File: config.mk
export PLATFORM = sky130hd
export DESIGN_NAME = energy_detect_status
export DESIGN_NICKNAME = d
export VERILOG_FILES = /design/src/rtl/eds_pkg.sv /design/src/rtl/eds_qualify.sv /design/src/rtl/eds_hold_timer.sv /design/src/rtl/energy_detect_status.sv
export SDC_FILE = /design/constraint.sdc
export NUM_CORES = 1
export LEC_CHECK = 0
export ABC_CLOCK_PERIOD_IN_PS = 2050
export BUFFER_PORTS_ARGS = -buffer_cell sky130_fd_sc_hd__buf_2
export CAP_MARGIN = 20
export CORE_UTILIZATION = 50
export DETAILED_ROUTE_END_ITERATION = 8
export PLACE_DENSITY = 0.7
export SETUP_SLACK_MARGIN = 0.3
export SLEW_MARGIN = 20
export SYNTH_ARGS = -nofsm -noshare
export SYNTH_HDL_FRONTEND = slang
export SYNTH_SLANG_ARGS = --single-unit
File: constraint.sdc
create_clock -name clk -period 2.05 [get_ports clk]
set_clock_uncertainty 0.05 [all_clocks]
set_input_delay 0 -clock clk [delete_from_list [all_inputs] [get_ports clk]]
set_output_delay 0 -clock clk [all_outputs]
set_load 0.02 [all_outputs]
File: src/rtl/eds_pkg.sv
package eds_pkg;
    typedef enum logic [2:0] {
        ST_BOOT,
        ST_OFF,
        ST_ON,
        ST_LOSS,
        ST_DRAIN
    } eds_state_e;

    typedef struct packed {
        eds_state_e state;
        logic       on;
        logic       evt;
    } eds_regs_t;
endpackage

File: src/rtl/eds_qualify.sv
module eds_qualify (
    input  logic energy_raw_i,
    input  logic link_ok_i,
    input  logic an_past_i,
    input  logic manual_i,
    output logic any_seen_o,
    output logic keep_o
);
    always_comb begin
        any_seen_o = energy_raw_i | link_ok_i | an_past_i;
        keep_o     = energy_raw_i | (manual_i ? link_ok_i : an_past_i);
    end
endmodule

File: src/rtl/eds_hold_timer.sv
module eds_hold_timer #(
    parameter int HOLD_MS = 256
) (
    input  logic clk,
    input  logic rst_n,
    input  logic clr_i,
    input  logic tick_i,
    output logic done_o
);
    localparam int CW = $clog2(HOLD_MS + 1);
    localparam logic [CW-1:0] LAST = CW'(HOLD_MS - 1);

    logic [CW-1:0] cnt_d, cnt_q;

    always_comb begin
        done_o = tick_i && (cnt_q == LAST);
        cnt_d  = cnt_q;
        if (clr_i)       cnt_d = '0;
        else if (done_o) cnt_d = '0;
        else if (tick_i) cnt_d = cnt_q + 1'b1;
    end

    always_ff @(posedge clk or negedge rst_n) begin
        if (!rst_n) cnt_q <= '0;
        else        cnt_q <= cnt_d;
    end

    AST_CNT_BOUND: assert property (@(posedge clk) disable iff (!rst_n)
        cnt_q < CW'(HOLD_MS));
    AST_NO_TICK_STILL: assert property (@(posedge clk) disable iff (!rst_n)
        (!tick_i && !clr_i) |=> $stable(cnt_q));
endmodule

File: src/rtl/energy_detect_status.sv
module energy_detect_status #(
    parameter int HOLD_MS = 256
) (
    input  logic clk,
    input  logic rst_n,
    input  logic energy_raw_i,
    input  logic link_ok_i,
    input  logic an_past_i,
    input  logic manual_i,
    input  logic ms_tick_i,
    output logic energy_on_o,
    output logic energy_evt_o
);
    import eds_pkg::*;

    eds_regs_t st_d, st_q;
    logic any_seen, keep, done, clr, counting;

    eds_qualify u_qual (
        .energy_raw_i (energy_raw_i),
        .link_ok_i    (link_ok_i),
        .an_past_i    (an_past_i),
        .manual_i     (manual_i),
        .any_seen_o   (any_seen),
        .keep_o       (keep)
    );

    eds_hold_timer #(.HOLD_MS(HOLD_MS)) u_timer (
        .clk    (clk),
        .rst_n  (rst_n),
        .clr_i  (clr),
        .tick_i (ms_tick_i),
        .done_o (done)
    );

    always_comb begin
        st_d     = st_q;
        st_d.evt = 1'b0;
        unique case (st_q.state)
            ST_BOOT: begin
                if (any_seen) begin
                    st_d.state = ST_ON;
                end else if (done) begin
                    st_d.state = ST_OFF;
                    st_d.on    = 1'b0;
                end
            end
            ST_OFF: begin
                if (any_seen) begin
                    st_d.state = ST_ON;
                    st_d.on    = 1'b1;
                    st_d.evt   = 1'b1;
                end
            end
            ST_ON: begin
                if (!keep) st_d.state = ST_LOSS;
            end
            ST_LOSS: begin
                if (keep) begin
                    st_d.state = ST_ON;
                end else if (done) begin
                    st_d.state = ST_DRAIN;
                    st_d.evt   = 1'b1;
                end
            end
            ST_DRAIN: begin
                if (keep) begin
                    st_d.state = ST_ON;
                end else if (done) begin
                    st_d.state = ST_OFF;
                    st_d.on    = 1'b0;
                end
            end
            default: st_d.state = ST_OFF;
        endcase
        counting = (st_q.state == ST_BOOT) || (st_q.state == ST_LOSS)
                || (st_q.state == ST_DRAIN);
        clr      = !counting || (st_d.state != st_q.state);
    end

    always_ff @(posedge clk or negedge rst_n) begin
        if (!rst_n) begin
            st_q.state <= ST_BOOT;
            st_q.on    <= 1'b1;
            st_q.evt   <= 1'b0;
        end else begin
            st_q <= st_d;
        end
    end

    assign energy_on_o  = st_q.on;
    assign energy_evt_o = st_q.evt;

    AST_EVT_ONE_CYCLE: assert property (@(posedge clk) disable iff (!rst_n)
        st_q.evt |=> !st_q.evt);
    AST_RISE_FLAGGED: assert property (@(posedge clk) disable iff (!rst_n)
        $rose(st_q.on) |-> st_q.evt);
    AST_FALL_SILENT: assert property (@(posedge clk) disable iff (!rst_n)
        $fell(st_q.on) |-> !st_q.evt);
    AST_EVT_WHILE_ON: assert property (@(posedge clk) disable iff (!rst_n)
        st_q.evt |-> st_q.on);
    AST_KEEP_HOLDS: assert property (@(posedge clk) disable iff (!rst_n)
        (st_q.on && keep) |=> st_q.on);
endmodule

==> results.tsv, run 1 <==
stage	metric	value	unit
grt	antenna_found_initial	0	
logic_synthesis	synthFlopType	dfrtp_1	
critical_path	path_class	register to register	
critical_path	crit_required	2.16	ns
clock_network	clock-sinks	14	
route	vias	578	
route	drcViolationCount	0	
critical_path	max_stage_delay	0.39	ns
clock_network	clk_pin_slew	0.08	ns
critical_path	startpoint_type	register	
power_and_ir_drop	leakagePower	0.3398	nW
placement	gp_congestion	0.8328	
grt	gr-total-overflow	0	
power_and_ir_drop	p_clk_frac	0.340	
route	wl_per_cell	14.10	µm
power_and_ir_drop	sw_frac_of_total	0.2371	
logic_synthesis	yosysWarnings	0	
power_and_ir_drop	internal_power	0.3706	mW
clock_network	cts.path.max_buffers	2	
power_and_ir_drop	p_seq_frac	0.586	
timing	max_slew_margin	0.7390	
logic_synthesis	syn_inst	75	
clock_network	root_buffer	clkbuf_4	
timing	post-route-period-util	0.7928	
critical_path	crit_chain	ha_1 -> nand4_4 -> nor4_4 -> o21bai_2 -> nor2_1	
logic_synthesis	async_flop_share	1.000	
floorplan	io_pins	9	
timing	finalHoldViolCount	0	
layout	n_fill_cell	118	
timing	final-setup-viol-count	0	
route	viasPerCell	5.780	
route	firstDrtPassIters	4	
floorplan	die-area	1745	µm²
clock_network	numCtsBuffers	3	
power_and_ir_drop	irDropWorstVdd	0.3542	mV
timing	fmax	0.6153	GHz
grt	grt_usage	0.1803	
placement	place_area	825.8	µm²
critical_path	cp_slowest_cell	dfrtp_1	
logic_synthesis	syn_area	790.8	µm²
logic_synthesis	ys_seq_elements	14	
floorplan	core	1383	µm²
min_path	min_path_type	input pin to register	
power_and_ir_drop	p_sw	0.1152	mW
layout	drive_gt1_frac	0.2471	
route	drt_iter0_drc	11	
timing	setup_tns	0	ns
critical_path	cp-end-kind	register	
power_and_ir_drop	power	0.4857	mW
logic_synthesis	synth_fp_nets	83	
status	outcome	finished, final reports clean	
logic_synthesis	synth_edf_count	0	
route	wirelength	1410	µm
critical_path	worstPathArrival	1.74	ns
timing	rsz0062_at_grt	false	
grt	grt_pass1_wl	2401	µm
grt	grt_pass1_vias	548	
timing	tightest_slew	0.3886	ns
layout	diodes	0	
logic_synthesis	ys_seq_area_frac	0.4446	
floorplan	num_rows	13	
clock_network	clk_latency	0.28	ns
floorplan	die_y	41.77	µm
power_and_ir_drop	p_comb_frac	0.074	
timing	fin_crit	1.625	ns
floorplan	start_util	0.5719	
grt	grt_max_degree	15	
layout	fin_nets	94	
power_and_ir_drop	power.density	562.6	nW/µm²
route	antenna_left	0	
timing	hold_slack	0.03163	ns
logic_synthesis	synth.avg_cell_area	10.54	µm²
timing	finalMaxSlewViolations	0	
clock_network	cts_tree	built	
layout	fin_area	863.3	µm²
floorplan	die_x	41.77	µm
job	maxCapViolations	0	
logic_synthesis	yosysUniqueCellTypes	37	
critical_path	crit_fanout	7	
layout	syn2layout_area_growth	9.177	%
placement	numPortBuffers	8	
clock_network	htreeDepth	1	
==> Yosys cell counts, types with 2 or more instances <==
| library cell | instances | share of area |
|---|---|---|
| nor2_1 | 13 | 0.062 |
| dfrtp_1 | 13 | 0.41 |
| a211oi_1 | 2 | 0.019 |
| nand2_1 | 6 | 0.028 |
| nor3_1 | 3 | 0.019 |
| xnor2_1 | 4 | 0.044 |
| xor2_1 | 3 | 0.033 |
| nand4_1 | 2 | 0.016 |
==> per-layer routing <==
layer,vias to the layer above,routed length [µm],track usage
met2,13,613,0.2625
met4,0,34,0.07742
met3,5,44,0.02609
li1,290,-,-
met5,-,0,0
met1,270,719,0.2645
==> cells by family after synthesis <==
family                   after synthesis  synth area share
XOR/XNOR                               7           0.07753
multiplexers                           2           0.02690
AO/OA/AOI/OAI                         13            0.1329
buffers and inverters                  4           0.03480
adder cells (fa/ha/maj)                1           0.01582
AND/OR/NAND/NOR                       34            0.2674
flip-flops                            14            0.4446
==> metrics by stage <==
| step | instances | setup slack, ns | utilization |
|---|---|---|---|
| floorplan | 75 | 0.5030 | - |
| global placement | 95 | 0.4288 | 0.5973 |
| detailed placement | 95 | 0.3400 | 0.5973 |
| CTS | 100 | 0.3149 | 0.6235 |
| global route | 100 | 0.3193 | 0.6244 |
| finish | 100 | 0.4248 | 0.6244 |
==> placed cells by master, fill, tap and decap left out, drive strengths merged <==
master and instances:
ha 1, or3b 1, o21a 1, mux2i 1, a21boi 1, xnor2 4, o2bb2ai 1, clkbuf 4
dfstp 1, buf 8, mux2 1, inv 1, nand3b 1, a211oi 3, or2 1, o21ai 2
nor2 13, or3 1, nor4 2, xor2 3, nor3 3, nand2 6, dfrtp 13, o21bai 1
a31oi 1, nand4 3, a32o 1, a31o 1, o31ai 1, nor2b 1, nor3b 2, dlygate4sd3 1
==> registers in the layout, indices dropped and copies added, names as in the netlist <==
signal         count
energy_on_o        1
st_q               3
energy_evt_o       1
u_timer.cnt_q      9
==> final timing paths <==
kind / end / startpoint / slack, ns / depth (start not counted)
worst max-delay path: u_timer.cnt_q[5] / u_timer.cnt_q[0] / 0.42 / 5
worst min-delay path: u_timer.cnt_q[1] / ms_tick_i / 0.03 / 3
worst max register to register: u_timer.cnt_q[5] / u_timer.cnt_q[0] / 0.42 / 5
worst min register to register: u_timer.cnt_q[7] / u_timer.cnt_q[7] / 0.51 / 2
max in group asynchronous: energy_on_o / rst_n / 1.59 / 2
min in group asynchronous: energy_evt_o / rst_n / 0.08 / 2
==> area by class of cell <==
type                            count  area (µm²)  share of cell area
Tap cell                           15       18.77             0.02174
Multi-Input combinational cell     57       411.6              0.4768
Clock buffer                        4       26.28             0.03043
Timing Repair Buffer                9       50.05             0.05797
Inverter                            1       3.754            0.004348
Sequential cell                    14       352.8              0.4087
==> worst max-delay path: cells and delay by family, from the launching register on <==
kind            cells  cell delay [ns]
compound gates      1             0.26
fa+ha+maj           1             0.24
flops               1             0.39
simple gates        3             0.57
==> timing repair <==
| item | in CTS | in global routing |
|---|---|---|
| hold buffers | 1 | 0 |
| buffers inserted | 0 | 0 |
| endpoints found under the hold margin | 14 | 0 |
| setup endpoints to repair | 0 | 11 |
| resized for setup | 0 | 1 |
==> power by group through the flow <==
stage	logic, mW	registers [mW]	clock network, mW
floorplan	0.0179	0.289	0
global placement	0.0344	0.290	0
detailed placement	0.0346	0.290	0
CTS	0.0362	0.285	0.171
global route	0.0399	0.285	0.178
finish	0.0357	0.285	0.165
(Power assumes the default switching activity.)
==> inputs of run 2 (changes only) <==
- ABC_AREA: default -> 1
- ABC_CLOCK_PERIOD_IN_PS: 2050 -> 1420
- PLACE_DENSITY: 0.7 -> 0.72
- clock period: 2.05 -> 1.42 ns (I/O delays scaled with it)
==> run 2 against run 1 <==
- the flow now finishes with violations (setup timing)
- worst setup slack got worse by 0.69 ns
- register-to-register slack got worse by 0.69 ns
- synthesized cell count rose by 77%
- clock power rose by 36%
- non-clock buffer count rose by 33
- first-iteration DRC count rose to 2.9 times the previous value
- routed wire length rose by 100%
- sequential power rose by 81%
- largest cell class unchanged
- highest routed layer unchanged
==> results.tsv, run 2 <==
stage	metric	value	unit
status	outcome	complete, but fails checks	
status	violations	setup timing	
logic_synthesis	yosys-top-cells-count	34 x nand2_1, 23 x nor2_1, 16 x inv_1	
timing	hold_slack	0.09004	ns
logic_synthesis	yosysWarnings	0	
grt	grt_pass1_vias	1063	
logic_synthesis	synth.avg_cell_area	6.999	µm²
layout	fin_area	1426	µm²
floorplan	io_pins	9	
job	maxCapViolations	0	
placement	dp_slack	-0.2416	ns
clock_network	htreeDepth	1	
grt	grt_pass1_wl	4188	µm
critical_path	path_class	register to register	
timing	fmax	0.5920	GHz
timing	finalMaxSlewViolations	0	
layout	reg_top3	u_timer.cnt_q x9, st_q x3	
route	drt_iter0_drc	32	
route	vias	1100	
route	viasPerCell	5.392	
critical_path	startpoint_type	register	
logic_synthesis	synth_edf_count	0	
critical_path	worstPathArrival	1.84	ns
power_and_ir_drop	power.density	1073	nW/µm²
power_and_ir_drop	p_clk_frac	0.147	
timing	finalHoldViolCount	0	
critical_path	cp-end-kind	register	
logic_synthesis	syn_area	930.9	µm²
clock_network	root_buffer	clkbuf_4	
placement	numPortBuffers	8	
clock_network	cts_tree	built	
power_and_ir_drop	leakagePower	0.6950	nW
layout	syn2layout_area_growth	53.23	%
placement	dpl.hpwl	1768	µm
power_and_ir_drop	irDropWorstVdd	0.7027	mV
grt	antenna_found_initial	0	
min_path	min_path_type	input pin to asynchronous set/reset pin	
grt	gr-total-overflow	0	
clock_network	clk_latency	0.27	ns
clock_network	numCtsBuffers	3	
clock_network	clk_pin_slew	0.08	ns
layout	final_cell_mix	32 x buf_4, 28 x nand2_1, 14 x nor2_2, 12 x inv_1, 11 x dfrtp_1	
critical_path	cp_slowest_cell	dfrtp_1	
power_and_ir_drop	internal_power	0.8811	mW
timing	setup_ws	-0.2693	ns
logic_synthesis	synth_fp_nets	141	
timing	fin_crit	1.689	ns
layout	diodes	0	
critical_path	crit_buf_inv	0	
power_and_ir_drop	power	1.531	mW
route	antenna_left	0	
floorplan	start_util	0.5391	
critical_path	max_stage_delay	0.42	ns
power_and_ir_drop	p_sw	0.6498	mW
floorplan	core	1727	µm²
placement	place_area	1224	µm²
power_and_ir_drop	sw_frac_of_total	0.4245	
logic_synthesis	synth_top_area_cell	dfrtp_1	
layout	largest_reg_flops	9	
placement	gp_congestion	0.8482	
critical_path	crit_chain	ha_4 -> nand2_2 -> nor2_4 -> nand3_4 -> nand3_4 -> nand4_1 -> nand2_4 -> nand3_4 -> nor2_2	
logic_synthesis	yosysMostFrequentCell	nand2_1	
floorplan	num_rows	15	
grt	grt_max_degree	15	
logic_synthesis	ys_seq_elements	14	
timing	rsz0062_at_grt	true	
critical_path	path_common_cell	nand3_4	
route	firstDrtPassIters	4	
route	drcViolationCount	0	
timing	final-setup-viol-count	12	
layout	n_fill_cell	132	
timing	max_slew_margin	0.7525	
logic_synthesis	syn_inst	133	
logic_synthesis	synthFlopType	dfrtp_1	
critical_path	crit_fanout	7	
route	wl_per_cell	13.84	µm
layout	regMostFlops	u_timer.cnt_q	
floorplan	die_x	45.15	µm
critical_path	crit_required	1.57	ns
route	wirelength	2824	µm
power_and_ir_drop	p_seq_frac	0.337	
clock_network	clock-sinks	14	
timing	post-route-period-util	1.190	
floorplan	die_y	45.15	µm
power_and_ir_drop	p_comb_frac	0.517	
layout	utilization	0.8261	
layout	layout_commonest_cell	buf_4	
logic_synthesis	yosysUniqueCellTypes	25	
floorplan	die-area	2039	µm²
grt	grt_usage	0.2908	
logic_synthesis	synth.area.top_cells	dfrtp_1 35%, nand2_1 14%, nor2_1 9.3%, inv_1 6.5%, nand3_1 5.4%	
logic_synthesis	yosysTopAreaCellShare	0.3495	
timing	tightest_slew	0.3699	ns
clock_network	cts.path.max_buffers	2	
logic_synthesis	ys_seq_area_frac	0.3777	
critical_path	cpLargestDelayFamily	simple AND/OR/NAND/NOR gates	
layout	drive_gt1_frac	0.5140	
logic_synthesis	async_flop_share	1.000	
layout	fin_nets	188	
==> run 2: cell families (layout without fill, tap and decap cells) <==
group | count (synthesis) | after routing | share of synthesized area
AO/OA/AOI/OAI | 13 | 13 | 0.08200
flip-flops | 14 | 14 | 0.3777
adder cells (fa/ha/maj) | 1 | 1 | 0.01344
multiplexers | 1 | 1 | 0.01075
buffers and inverters | 18 | 63 | 0.07661
AND/OR/NAND/NOR | 84 | 85 | 0.4207
XOR/XNOR | 2 | 2 | 0.01882
==> run 2: metrics by stage <==
stage	instances	TNS (ns)
6_report	204	-2.467
5_1_grt	204	-3.381
4_1_cts	201	-1.834
3_5_place_dp	191	-2.128
3_3_place_gp	191	-1.568
2_1_floorplan	133	-0.8822
==> run 2: cell type report <==
type | count | area (µm²) | area share
clock buffer | 4 | 26.28 | 0.01842
inverter | 17 | 66.31 | 0.04649
multi-input combinational | 102 | 646.9 | 0.4535
timing repair buffer | 42 | 301.5 | 0.2114
tap | 25 | 31.28 | 0.02193
sequential | 14 | 354.1 | 0.2482
==> run 2: path summary, 6_finish.rpt <==
kind                                  start               end  slack [ns]  cells past startpoint
max                        u_timer.cnt_q[0]  u_timer.cnt_q[5]       -0.27                      9
max reg2reg                u_timer.cnt_q[0]  u_timer.cnt_q[5]       -0.27                      9
min in group clk                  ms_tick_i  u_timer.cnt_q[1]        0.09                      4
max in group asynchronous             rst_n       energy_on_o        0.94                      2
min                                   rst_n  u_timer.cnt_q[0]        0.09                      2
min reg2reg                     energy_on_o       energy_on_o        0.44                      2
==> run 2: timing repair <==
| item | 4_1_cts | 5_1_grt |
|---|---|---|
| setup buffers | 4 | 3 |
| hold buffers | 1 | 0 |
| hold endpoints to repair | 14 | 0 |
| gates resized for setup | 18 | 17 |
| gates cloned | 1 | 0 |
| endpoints found under the setup margin | 14 | 14 |
| pin swaps | 11 | 7 |
==> run 2: per-layer routing <==
layer / GRT usage / vias to the layer above / wire length, µm
met1: 0.3089 / 540 / 1080
met3: 0.02400 / 12 / 48
met5: 0 / - / 0
met4: 0.2182 / 0 / 112
met2: 0.5275 / 26 / 1583
li1: - / 522 / -
==> run 2: power by group through the flow <==
stage,clock network (mW),registers [mW],logic [mW]
global route,0.249,0.520,0.848
finish,0.225,0.515,0.791
detailed placement,0,0.499,0.566
floorplan,0,0.520,0.349
global placement,0,0.497,0.545
CTS,0.232,0.504,0.674
